$ cat src/rtl/nvk_pkg.sv
package nvk_pkg;

  typedef enum logic [2:0] {
    NVK_NONE,
    NVK_RESET,
    NVK_COMMIT,
    NVK_RECALL,
    NVK_DACWR
  } nvk_cmd_e;

  // thermometer of n ones, lowest bits first
  function automatic logic [31:0] nvk_thermo(input int n);
    return (32'd1 << n) - 32'd1;
  endfunction

endpackage

$ cat src/rtl/nvk_arbiter.sv
module nvk_arbiter (
  input  logic              rst,
  input  logic              bus_reset_req,
  input  logic              busy,
  input  logic              full,
  input  logic              dac_wr_stb,
  input  logic              commit_stb,
  input  logic              recall_stb,
  output nvk_pkg::nvk_cmd_e cmd
);
  import nvk_pkg::*;

  logic commit_ok;
  assign commit_ok = commit_stb && !full;

  always_comb begin
    cmd = NVK_NONE;
    if (rst || bus_reset_req) cmd = NVK_RESET;
    else if (busy)            cmd = NVK_NONE;
    else if (commit_ok)       cmd = NVK_COMMIT;
    else if (recall_stb)      cmd = NVK_RECALL;
    else if (dac_wr_stb)      cmd = NVK_DACWR;
  end

endmodule

$ cat src/rtl/nvk_slot_bank.sv
module nvk_slot_bank #(
  parameter int CODE_W = 10,
  parameter int SLOTS  = 4
) (
  input  logic              clk,
  input  logic              rst,
  input  logic              bus_reset_req,
  input  logic              wr_en,
  input  logic [CODE_W-1:0] wr_data,
  output logic [SLOTS-1:0]  used_therm,
  output logic              full,
  output logic              any_used,
  output logic [CODE_W-1:0] newest
);
  import nvk_pkg::*;

  localparam int IDX_W = $clog2(SLOTS);
  localparam int CNT_W = $clog2(SLOTS + 1);

  logic [CODE_W-1:0] slot_mem [SLOTS];
  logic [SLOTS-1:0]  written_q = '0;   // blank cells at configuration
  logic [CNT_W-1:0]  count_q;
  logic [SLOTS-1:0]  therm_q;
  logic [CNT_W-1:0]  fill;
  logic [IDX_W-1:0]  wr_idx;
  logic [IDX_W-1:0]  rd_idx;
  logic              reload;

  assign reload = rst || bus_reset_req;
  assign fill   = CNT_W'($countones(written_q));
  assign wr_idx = IDX_W'(count_q);
  assign rd_idx = IDX_W'(fill - CNT_W'(1));

  // single write port, one cell per commit
  always_ff @(posedge clk) begin
    if (wr_en) slot_mem[wr_idx] <= wr_data;
  end

  always_ff @(posedge clk) begin
    if (wr_en) written_q[wr_idx] <= 1'b1;
  end

  always_ff @(posedge clk) begin
    if (reload) begin
      count_q <= fill;
      therm_q <= SLOTS'(nvk_thermo(int'(fill)));
    end else if (wr_en) begin
      count_q <= count_q + CNT_W'(1);
      therm_q <= SLOTS'(nvk_thermo(int'(count_q) + 1));
    end
  end

  assign used_therm = therm_q;
  assign full       = (count_q == CNT_W'(SLOTS));
  assign any_used   = |written_q;
  assign newest     = slot_mem[rd_idx];

  AST_COUNT_MATCH: assert property (@(posedge clk) disable iff (reload)
    count_q == CNT_W'($countones(written_q))) else $error("count drift");

  AST_STATUS_THERMO: assert property (@(posedge clk) disable iff (reload)
    $countones(therm_q) == int'(count_q) && therm_q == SLOTS'(nvk_thermo(int'(count_q))))
    else $error("status not thermometer");

  AST_NO_WRITE_WHEN_FULL: assert property (@(posedge clk) disable iff (reload)
    wr_en |-> !full) else $error("write past last cell");

  for (genvar g = 0; g < SLOTS; g++) begin : g_once
    AST_NO_REWRITE: assert property (@(posedge clk) disable iff (rst)
      written_q[g] |=> (written_q[g] && $stable(slot_mem[g])))
      else $error("cell rewritten");
  end

endmodule

$ cat src/rtl/nvk_prog_seq.sv
module nvk_prog_seq #(
  parameter int SETUP_CYC = 2500,
  parameter int PULSE_CYC = 15000
) (
  input  logic clk,
  input  logic rst,
  input  logic abort,
  input  logic start,
  output logic busy,
  output logic supply_en,
  output logic pulse
);
  localparam int MAX_CYC = (SETUP_CYC > PULSE_CYC) ? SETUP_CYC : PULSE_CYC;
  localparam int CNT_W   = $clog2(MAX_CYC + 1);

  typedef enum logic [1:0] {S_IDLE, S_SETUP, S_PULSE} seq_e;

  seq_e             state_q;
  logic [CNT_W-1:0] cnt_q;
  logic             busy_q, supply_q, pulse_q;
  logic [CNT_W:0]   lead_q;

  always_ff @(posedge clk) begin
    if (rst || abort) begin
      state_q  <= S_IDLE;
      cnt_q    <= '0;
      busy_q   <= 1'b0;
      supply_q <= 1'b0;
      pulse_q  <= 1'b0;
    end else begin
      case (state_q)
        S_IDLE: if (start) begin
          state_q  <= S_SETUP;
          cnt_q    <= CNT_W'(SETUP_CYC - 1);
          busy_q   <= 1'b1;
          supply_q <= 1'b1;
        end
        S_SETUP: if (cnt_q == '0) begin
          state_q <= S_PULSE;
          cnt_q   <= CNT_W'(PULSE_CYC - 1);
          pulse_q <= 1'b1;
        end else cnt_q <= cnt_q - CNT_W'(1);
        S_PULSE: if (cnt_q == '0) begin
          state_q  <= S_IDLE;
          busy_q   <= 1'b0;
          supply_q <= 1'b0;
          pulse_q  <= 1'b0;
        end else cnt_q <= cnt_q - CNT_W'(1);
        default: state_q <= S_IDLE;
      endcase
    end
  end

  assign busy      = busy_q;
  assign supply_en = supply_q;
  assign pulse     = pulse_q;

  // supply lead measured for the checks below
  always_ff @(posedge clk) begin
    if (rst || !supply_q) lead_q <= '0;
    else if (!pulse_q)    lead_q <= lead_q + (CNT_W+1)'(1);
  end

  AST_PULSE_IN_SUPPLY: assert property (@(posedge clk) disable iff (rst)
    pulse_q |-> supply_q) else $error("pulse without supply");

  AST_SUPPLY_LEAD: assert property (@(posedge clk) disable iff (rst)
    $rose(pulse_q) |-> lead_q >= (CNT_W+1)'(SETUP_CYC)) else $error("short supply lead");

  AST_BUSY_COVERS: assert property (@(posedge clk) disable iff (rst)
    (supply_q || pulse_q) |-> busy_q) else $error("window outside busy");

endmodule

$ cat src/rtl/nvcode_keeper.sv
module nvcode_keeper #(
  parameter int CODE_W    = 10,
  parameter int SLOTS     = 4,
  parameter int SETUP_CYC = 2500,
  parameter int PULSE_CYC = 15000
) (
  input  logic              clk,
  input  logic              rst,
  input  logic              bus_reset_req,
  input  logic              dac_wr_stb,
  input  logic              commit_stb,
  input  logic              recall_stb,
  input  logic [CODE_W-1:0] cmd_word,
  output logic [CODE_W-1:0] dac_code,
  output logic [SLOTS-1:0]  used_therm,
  output logic              busy,
  output logic              prog_supply_en,
  output logic              prog_pulse
);
  import nvk_pkg::*;

  localparam logic [CODE_W-1:0] MIDSCALE = {1'b1, {(CODE_W-1){1'b0}}};

  nvk_cmd_e          cmd;
  logic              full, any_used, seq_busy;
  logic [CODE_W-1:0] newest;
  logic [CODE_W-1:0] dac_q;

  nvk_arbiter u_arb (
    .rst           (rst),
    .bus_reset_req (bus_reset_req),
    .busy          (seq_busy),
    .full          (full),
    .dac_wr_stb    (dac_wr_stb),
    .commit_stb    (commit_stb),
    .recall_stb    (recall_stb),
    .cmd           (cmd)
  );

  nvk_slot_bank #(.CODE_W(CODE_W), .SLOTS(SLOTS)) u_bank (
    .clk           (clk),
    .rst           (rst),
    .bus_reset_req (bus_reset_req),
    .wr_en         (cmd == NVK_COMMIT),
    .wr_data       (cmd_word),
    .used_therm    (used_therm),
    .full          (full),
    .any_used      (any_used),
    .newest        (newest)
  );

  nvk_prog_seq #(.SETUP_CYC(SETUP_CYC), .PULSE_CYC(PULSE_CYC)) u_seq (
    .clk       (clk),
    .rst       (rst),
    .abort     (bus_reset_req),
    .start     (cmd == NVK_COMMIT),
    .busy      (seq_busy),
    .supply_en (prog_supply_en),
    .pulse     (prog_pulse)
  );

  always_ff @(posedge clk) begin
    case (cmd)
      NVK_RESET:  dac_q <= any_used ? newest : MIDSCALE;
      NVK_COMMIT: dac_q <= cmd_word;
      NVK_RECALL: dac_q <= any_used ? newest : '0;
      NVK_DACWR:  dac_q <= cmd_word;
      default:    dac_q <= dac_q;
    endcase
  end

  assign dac_code = dac_q;
  assign busy     = seq_busy;

  AST_COMMIT_LOADS_DAC: assert property (@(posedge clk) disable iff (rst)
    (cmd == NVK_COMMIT) |=> dac_code == $past(cmd_word)) else $error("commit not loaded");

  AST_EMPTY_RECALL_ZERO: assert property (@(posedge clk) disable iff (rst)
    (cmd == NVK_RECALL && !any_used) |=> dac_code == '0) else $error("empty recall not zero");

  AST_BUSY_HOLDS_DAC: assert property (@(posedge clk) disable iff (rst)
    (busy && !bus_reset_req) |=> $stable(dac_code)) else $error("dac moved while busy");

  AST_FULL_COMMIT_IGNORED: assert property (@(posedge clk) disable iff (rst)
    (commit_stb && full && !bus_reset_req) |=> $stable(used_therm)) else $error("full commit counted");

endmodule

$ cat config.mk
export PLATFORM = sky130hd
export DESIGN_NAME = nvcode_keeper
export DESIGN_NICKNAME = d
export VERILOG_FILES = /design/src/rtl/nvk_pkg.sv /design/src/rtl/nvk_arbiter.sv /design/src/rtl/nvk_slot_bank.sv /design/src/rtl/nvk_prog_seq.sv /design/src/rtl/nvcode_keeper.sv
export SDC_FILE = /design/constraint.sdc
export NUM_CORES = 1
export LEC_CHECK = 0
export BUFFER_PORTS_ARGS = -buffer_cell sky130_fd_sc_hd__buf_2
export CAP_MARGIN = 20
export CORE_UTILIZATION = 43
export DETAILED_ROUTE_END_ITERATION = 10
export SYNTH_ARGS = -nofsm -noshare
export SYNTH_HDL_FRONTEND = slang
export SYNTH_SLANG_ARGS = --single-unit
export TNS_END_PERCENT = 10
$ cat constraint.sdc
create_clock -name clk -period 6.2 [get_ports clk]
set_input_delay 0.93 -clock clk [delete_from_list [all_inputs] [get_ports clk]]
set_output_delay 0.93 -clock clk [all_outputs]
set_load 0.05 [all_outputs]
After elaboration in Yosys (flattened, before gate mapping)
Memories as Yosys holds them, arrays and structs flattened.
Cells that the tools add are included.
Storage, ports and cells
  bits of input ports: 16
  memories: 1
  output and inout port bits: 17
  logic and storage cells: 80
  bits in writable memories: 40
  register bits after elaboration: 39
Cells by class
  equality and inequality tests: 11
  order comparisons: 2
  shift-type cells: 2
  multiplexer cells: 29
  reduce and logical (&&, ||, !) cells: 17
  add/sub/neg operators: 9
  bitwise operators: 1
Memories
  u_bank.slot_mem: depth 4, width 10, rd ports 1, clocked after memory_dff 0, wr ports 1, line nvk_slot_bank.sv:20  | logic [CODE_W-1:0] slot_mem [SLOTS];
Operators by type and width (number)
  14-bit two-way mux: 3
  14-bit one-hot mux with 3 select lines: 1
  1-bit by 32-bit left shift with 4-bit output, first input constant: 1
  10-bit one-hot mux with 3 select lines: 1
  3-bit two-way mux: 7
  10-bit two-way mux: 2
  14-bit zero test: 1
  14-bit by 1-bit subtractor with 14-bit output, second input constant: 1
  3-bit AND reduction: 4
  4-bit two-way mux: 2
  4-bit by 1-bit subtractor with 4-bit output, second input constant: 2
  3-bit by 2-bit == test with 1-bit output, second input constant: 2
  3-bit == test, second input constant: 2
  1-bit two-way mux: 6
  2-bit two-way mux: 3
  2-bit one-hot mux with 3 select lines: 1
  2-bit nonzero test: 3
  3-bit nonzero test: 2
  1-bit by 1-bit adder with 2-bit output: 2
  3-bit by 1-bit adder with 4-bit output, second input constant: 1
  2-bit by 1-bit != test with 1-bit output, second input constant: 2
  2-bit != test, second input constant: 2
  4-bit bitwise OR: 1
  1-bit one-hot mux with 2 select lines: 2
  other kinds (16): 17

Logic depth before layout (Yosys ltp)
  depth in word-level cells: 9
  mapped depth: 12
  mapped depth without buffers: 11

Cells and area by module
Synthesis repeated with hierarchy kept, for this count alone.
Unflattened totals
  cells, all modules: 316
  area total of the unflattened synthesis: 4016.4 um^2
Modules (own cells, without submodules)
  nvk_slot_bank: seq. area each 1531.5 um^2, cells an instance 118, area each 2184.6 um^2, times used 1
  nvk_prog_seq: seq. area each 360.3 um^2, cells an instance 143, area each 1213.7 um^2, times used 1
  nvcode_keeper: seq. area each 300.3 um^2, cells an instance 48, area each 560.5 um^2, times used 1
  nvk_arbiter: seq. area each 0.0 um^2, cells an instance 7, area each 57.6 um^2, times used 1

Worst setup path before layout
OpenSTA, ideal clock, no wires.
  path type: reg-to-reg
  start: reg u_bank.written_q[0]
  end: reg u_bank.therm_q[2], in the netlist u_bank.used_therm[2] (data pin)
  path buffers: 1
  arrival time: 2.500 ns
  setup time: 0.267 ns
  path slack: 3.433 ns
  required time: 5.933 ns
  cell stages (with the launch flop): 12
  clock period less this slack: 2.767 ns
  cell sequence: edfxtp_1 inv_1 fa_1 inv_1 ha_1 ha_1 clkbuf_1 nand2_1 nand2_1 or3_1 ha_1 xor2_1
Between the ends
  longest elaborated chain between the ends: 5
RTL lines
  start, declared: line nvk_slot_bank.sv:21  | logic [SLOTS-1:0] written_q = '0;
  start signal, assigned by index: line nvk_slot_bank.sv:40  | if (wr_en) written_q[wr_idx] <= 1'b1;
  1-bit by 1-bit adder with 2-bit output (implied by the code): line nvk_slot_bank.sv:30  | assign fill = CNT_W'($countones(written_q));
  2-bit by 2-bit adder with 3-bit output (implied by the code): line nvk_slot_bank.sv:30
  1-bit by 3-bit left shift with 4-bit output: line nvk_pkg.sv:13  | return (32'd1 << n) - 32'd1;
  4-bit by 1-bit subtractor with 4-bit output: line nvk_pkg.sv:13
  4-bit two-way mux: line nvk_slot_bank.sv:44  | if (reload) begin
  end signal, assigned: line nvk_slot_bank.sv:46  | therm_q <= SLOTS'(nvk_thermo(int'(fill)));
  end signal, assigned: line nvk_slot_bank.sv:49  | therm_q <= SLOTS'(nvk_thermo(int'(count_q) + 1));
  end, declared: line nvk_slot_bank.sv:23  | logic [SLOTS-1:0] therm_q;
No other way between the ends.
A chain may end at the register's enable or synchronous reset.

Worst setup path in the final report
Ends and elaborated chain as after synthesis.

==> flow_metrics.env <==
export IMPL_async_flop_share_pct=0
export IMPL_synthCells=303
export IMPL_drv_cap=0
export IMPL_final_hold_viol_count=0
export IMPL_crit_end="u_bank.used_therm[2]"
export IMPL_worst_pin_slew_ns=0.9971
export IMPL_synth_top_area_share_pct=49.00
export IMPL_cpMostUsedCell="ha_1"
export IMPL_numCtsBuffers=9
export IMPL_yosys_area_top_type="edfxtp_1"
export IMPL_critical_path_cell_chain="inv_1, fa_1, inv_1, ha_1, ha_1, nand2_1, nand2_1, or3_1, ha_1, xor2_1"
export IMPL_antenna_found_initial=0
export IMPL_dp_hpwl_um=5111
export IMPL_grt_start_max_net_pins=22
export IMPL_final_period_utilization_pct=47.84
export IMPL_io_pins=33
export IMPL_fin_ws_ns=3.234
export IMPL_ys_top_cells_by_area="edfxtp_1, dfxtp_1, mux4_2, ha_1, nand2_1"
export IMPL_hold_path_class="reg -> reg"
export IMPL_gp_congestion=0.8138
export IMPL_grtUsageTotal_pct=17.71
export IMPL_yosysSeqAreaShare_pct=58.63
export IMPL_yosys_warnings=0
export IMPL_syn2layout_area_growth_pct=11.55
export IMPL_cts_hold_buf=0
export IMPL_fin_skew_ns=0.008655
export IMPL_viasPerCell=5.559
export IMPL_fin_crit_ns=2.966
export IMPL_fin_area_sq_um=4170
export IMPL_die_area_sq_um=9072
export IMPL_coreArea_sq_um=8299
export IMPL_synth_edff_count=61
export IMPL_root_buffer="clkbuf_8"
export IMPL_ant_nets=0
export IMPL_startpoint="u_bank.written_q[0]"
export IMPL_outcome="finished clean"
export IMPL_rr_startpoint="u_bank.written_q[0]"
export IMPL_r2r_end="u_bank.used_therm[2]"
export IMPL_wl_per_cell_um=16.58
export IMPL_dp_cells=428
export IMPL_clk_pin_slew_ns=0.08
export IMPL_grt_overflow_total=0
export IMPL_netlist_area_sq_um=3739
export IMPL_clockBufferDepth=2
export IMPL_cts_resized=0
export IMPL_cts_setup_buffers=0
export IMPL_slew_headroom_pct=33.17
export IMPL_grt_pass1_vias=2380
export IMPL_grt_pass1_wl_um=11890
export IMPL_maxSlewViolCount=0
export IMPL_avgSynthCellArea_sq_um=12.34
export IMPL_placed_area_sq_um=3975
export IMPL_place_ws_ns=3.139
export IMPL_max_freq_ghz=0.3372
export IMPL_yosysUniqueCellTypes=54
export IMPL_cpPeakStageDelay_ns=0.53
export IMPL_clock_sinks=79
export IMPL_drive_gt1_share_pct=21.24
export IMPL_worstPathMaxFanout=11
export IMPL_finalSetupViolCount=0
export IMPL_slowest_stage="fa_1"
export IMPL_rsz0062_at_grt="false"
export IMPL_ir_drop_v=0.00009431
export IMPL_h_tree_depth=3
export IMPL_nFillCells=722
export IMPL_worstPathArrival_ns=3.06
export IMPL_ys_flop_type="edfxtp_1"
export IMPL_io_buffer_count=32
export IMPL_vias=2468
export IMPL_syn_num_nets=333
export IMPL_finalWirelength_um=7360
export IMPL_ys_ff_latch=79
export IMPL_route_detailed_drc=0
export IMPL_nNetsFinal=364
export IMPL_crit_required_ns=6.30
export IMPL_r2r_cells=10
export IMPL_criticalPathCategory="reg -> reg"
export IMPL_antenna_cells=0
export IMPL_cts_tree="done"
export IMPL_clk_latency_ns=0.35
export IMPL_final_cell_mix="edfxtp_1, nand2_1, buf_2"
export IMPL_fp_row_count=33
export IMPL_start_util_pct=45.05
export IMPL_final_common_cell="edfxtp_1"
export IMPL_drtPass1Iterations=4
export IMPL_end_kind="register"
export IMPL_drt_iter0_markers=137
export IMPL_cp_start_kind="register"
export IMPL_die_h_um=95.25
export IMPL_rrSetupSlack_ns=3.23
export IMPL_fin_cells=444
export IMPL_power_leakage_nw=1.540
export IMPL_setup_tns_ns=0
export IMPL_die_x_um=95.25
export IMPL_fin_util_pct=50.25
export IMPL_power_density_nw_per_um2=285.5
==> sequential cells by signal, summed over array words and instances, names as in the netlist <==
name,count
u_bank.slot_mem,40
u_seq.cnt_q,14
dac_code,10
u_bank.used_therm,4
u_bank.written_q,4
u_bank.count_q,3
u_seq.state_q,2
u_seq.pulse,1
u_seq.supply_en,1
==> per-layer routing <==
metal  vias to the layer above  wire length, um  global-route usage [%]
met3                        13              288                   4.147
met4                         0              138                   7.071
li1                       1204                -                       -
met2                        59             3480                   27.26
met5                         -                0                       0
met1                      1192             3452                   24.11
==> worst min-delay path by stage <==
| stage | from | slack, ns | cells past startpoint | endpoint |
|---|---|---|---|---|
| final | u_seq.state_q[1] | 0.49 | 2 | u_seq.state_q[1] |
| after global routing | u_seq.state_q[1] | 0.51 | 2 | u_seq.state_q[1] |
| after CTS | u_seq.state_q[1] | 0.49 | 2 | u_seq.state_q[1] |
| after detailed placement | u_seq.state_q[1] | 0.48 | 2 | u_seq.state_q[1] |
| after global placement | u_seq.state_q[1] | 0.48 | 2 | u_seq.state_q[1] |
| after floorplan | u_seq.state_q[1] | 0.46 | 2 | u_seq.state_q[1] |
==> logic make-up after synthesis <==
family	count (synthesis)	synth area share [%]
AOI/OAI and AO/OA	70	13.09
xor gates and xnor gates	4	0.9373
adders and majority gates	14	4.886
buffers and inverters	30	3.514
DFF	79	58.63
muxes	10	6.024
and+or+nand+nor	96	12.92
==> Yosys cell counts (2+ instances only) <==
cell,n
o21ai_1,5
and2_1,4
and2_0,2
ha_1,13
or2_2,5
xor2_1,3
buf_2,3
a31oi_1,4
o21ai_0,18
nor3_1,9
a211oi_1,4
a21oi_1,17
clkbuf_1,7
edfxtp_1,61
nor2_1,15
nand2_1,37
o221a_1,3
a32o_1,2
buf_4,2
nand3_1,3
a31o_1,3
dfxtp_1,18
nand4_1,4
nor4_1,4
a2111oi_0,2
or3_1,3
mux4_2,10
inv_1,16
==> power breakdown <==
| group | switching [mW] | internal [mW] |
|---|---|---|
| Sequential | 0.0115 | 0.602 |
| Clock | 0.193 | 0.187 |
| Combinational | 0.138 | 0.0603 |
==> area by class of cell <==
cell class / instances / area (sq um) / area share [%]
Clock inverter: 7 / 71.32 / 1.710
Clock buffer: 9 / 123.9 / 2.970
Inverter: 17 / 63.81 / 1.530
Sequential cell: 79 / 2192 / 52.57
Tap cell: 105 / 131.4 / 3.150
Multi-Input combinational cell: 194 / 1420 / 34.05
Timing Repair Buffer: 33 / 167.7 / 4.020
==> stage by stage <==
| step | hold slack, ns | total power, mW |
|---|---|---|
| 2_1_floorplan | 0.4585 | 0.7777 |
| 3_3_place_gp | 0.4796 | 0.8234 |
| 3_5_place_dp | 0.4766 | 0.8250 |
| 4_1_cts | 0.4894 | 1.201 |
| 5_1_grt | 0.5110 | 1.242 |
| 6_report | 0.4889 | 1.191 |
==> worst max-delay path, delay by kind of cell (launching register included) <==
kind	cells	cell delay, ns
fa+ha+maj	4	1.40
simple gates	3	0.69
flops	1	0.35
xor+xnor	1	0.15
buf+inv	2	0.11
No activity file was read; power rests on OpenSTA's default activity.
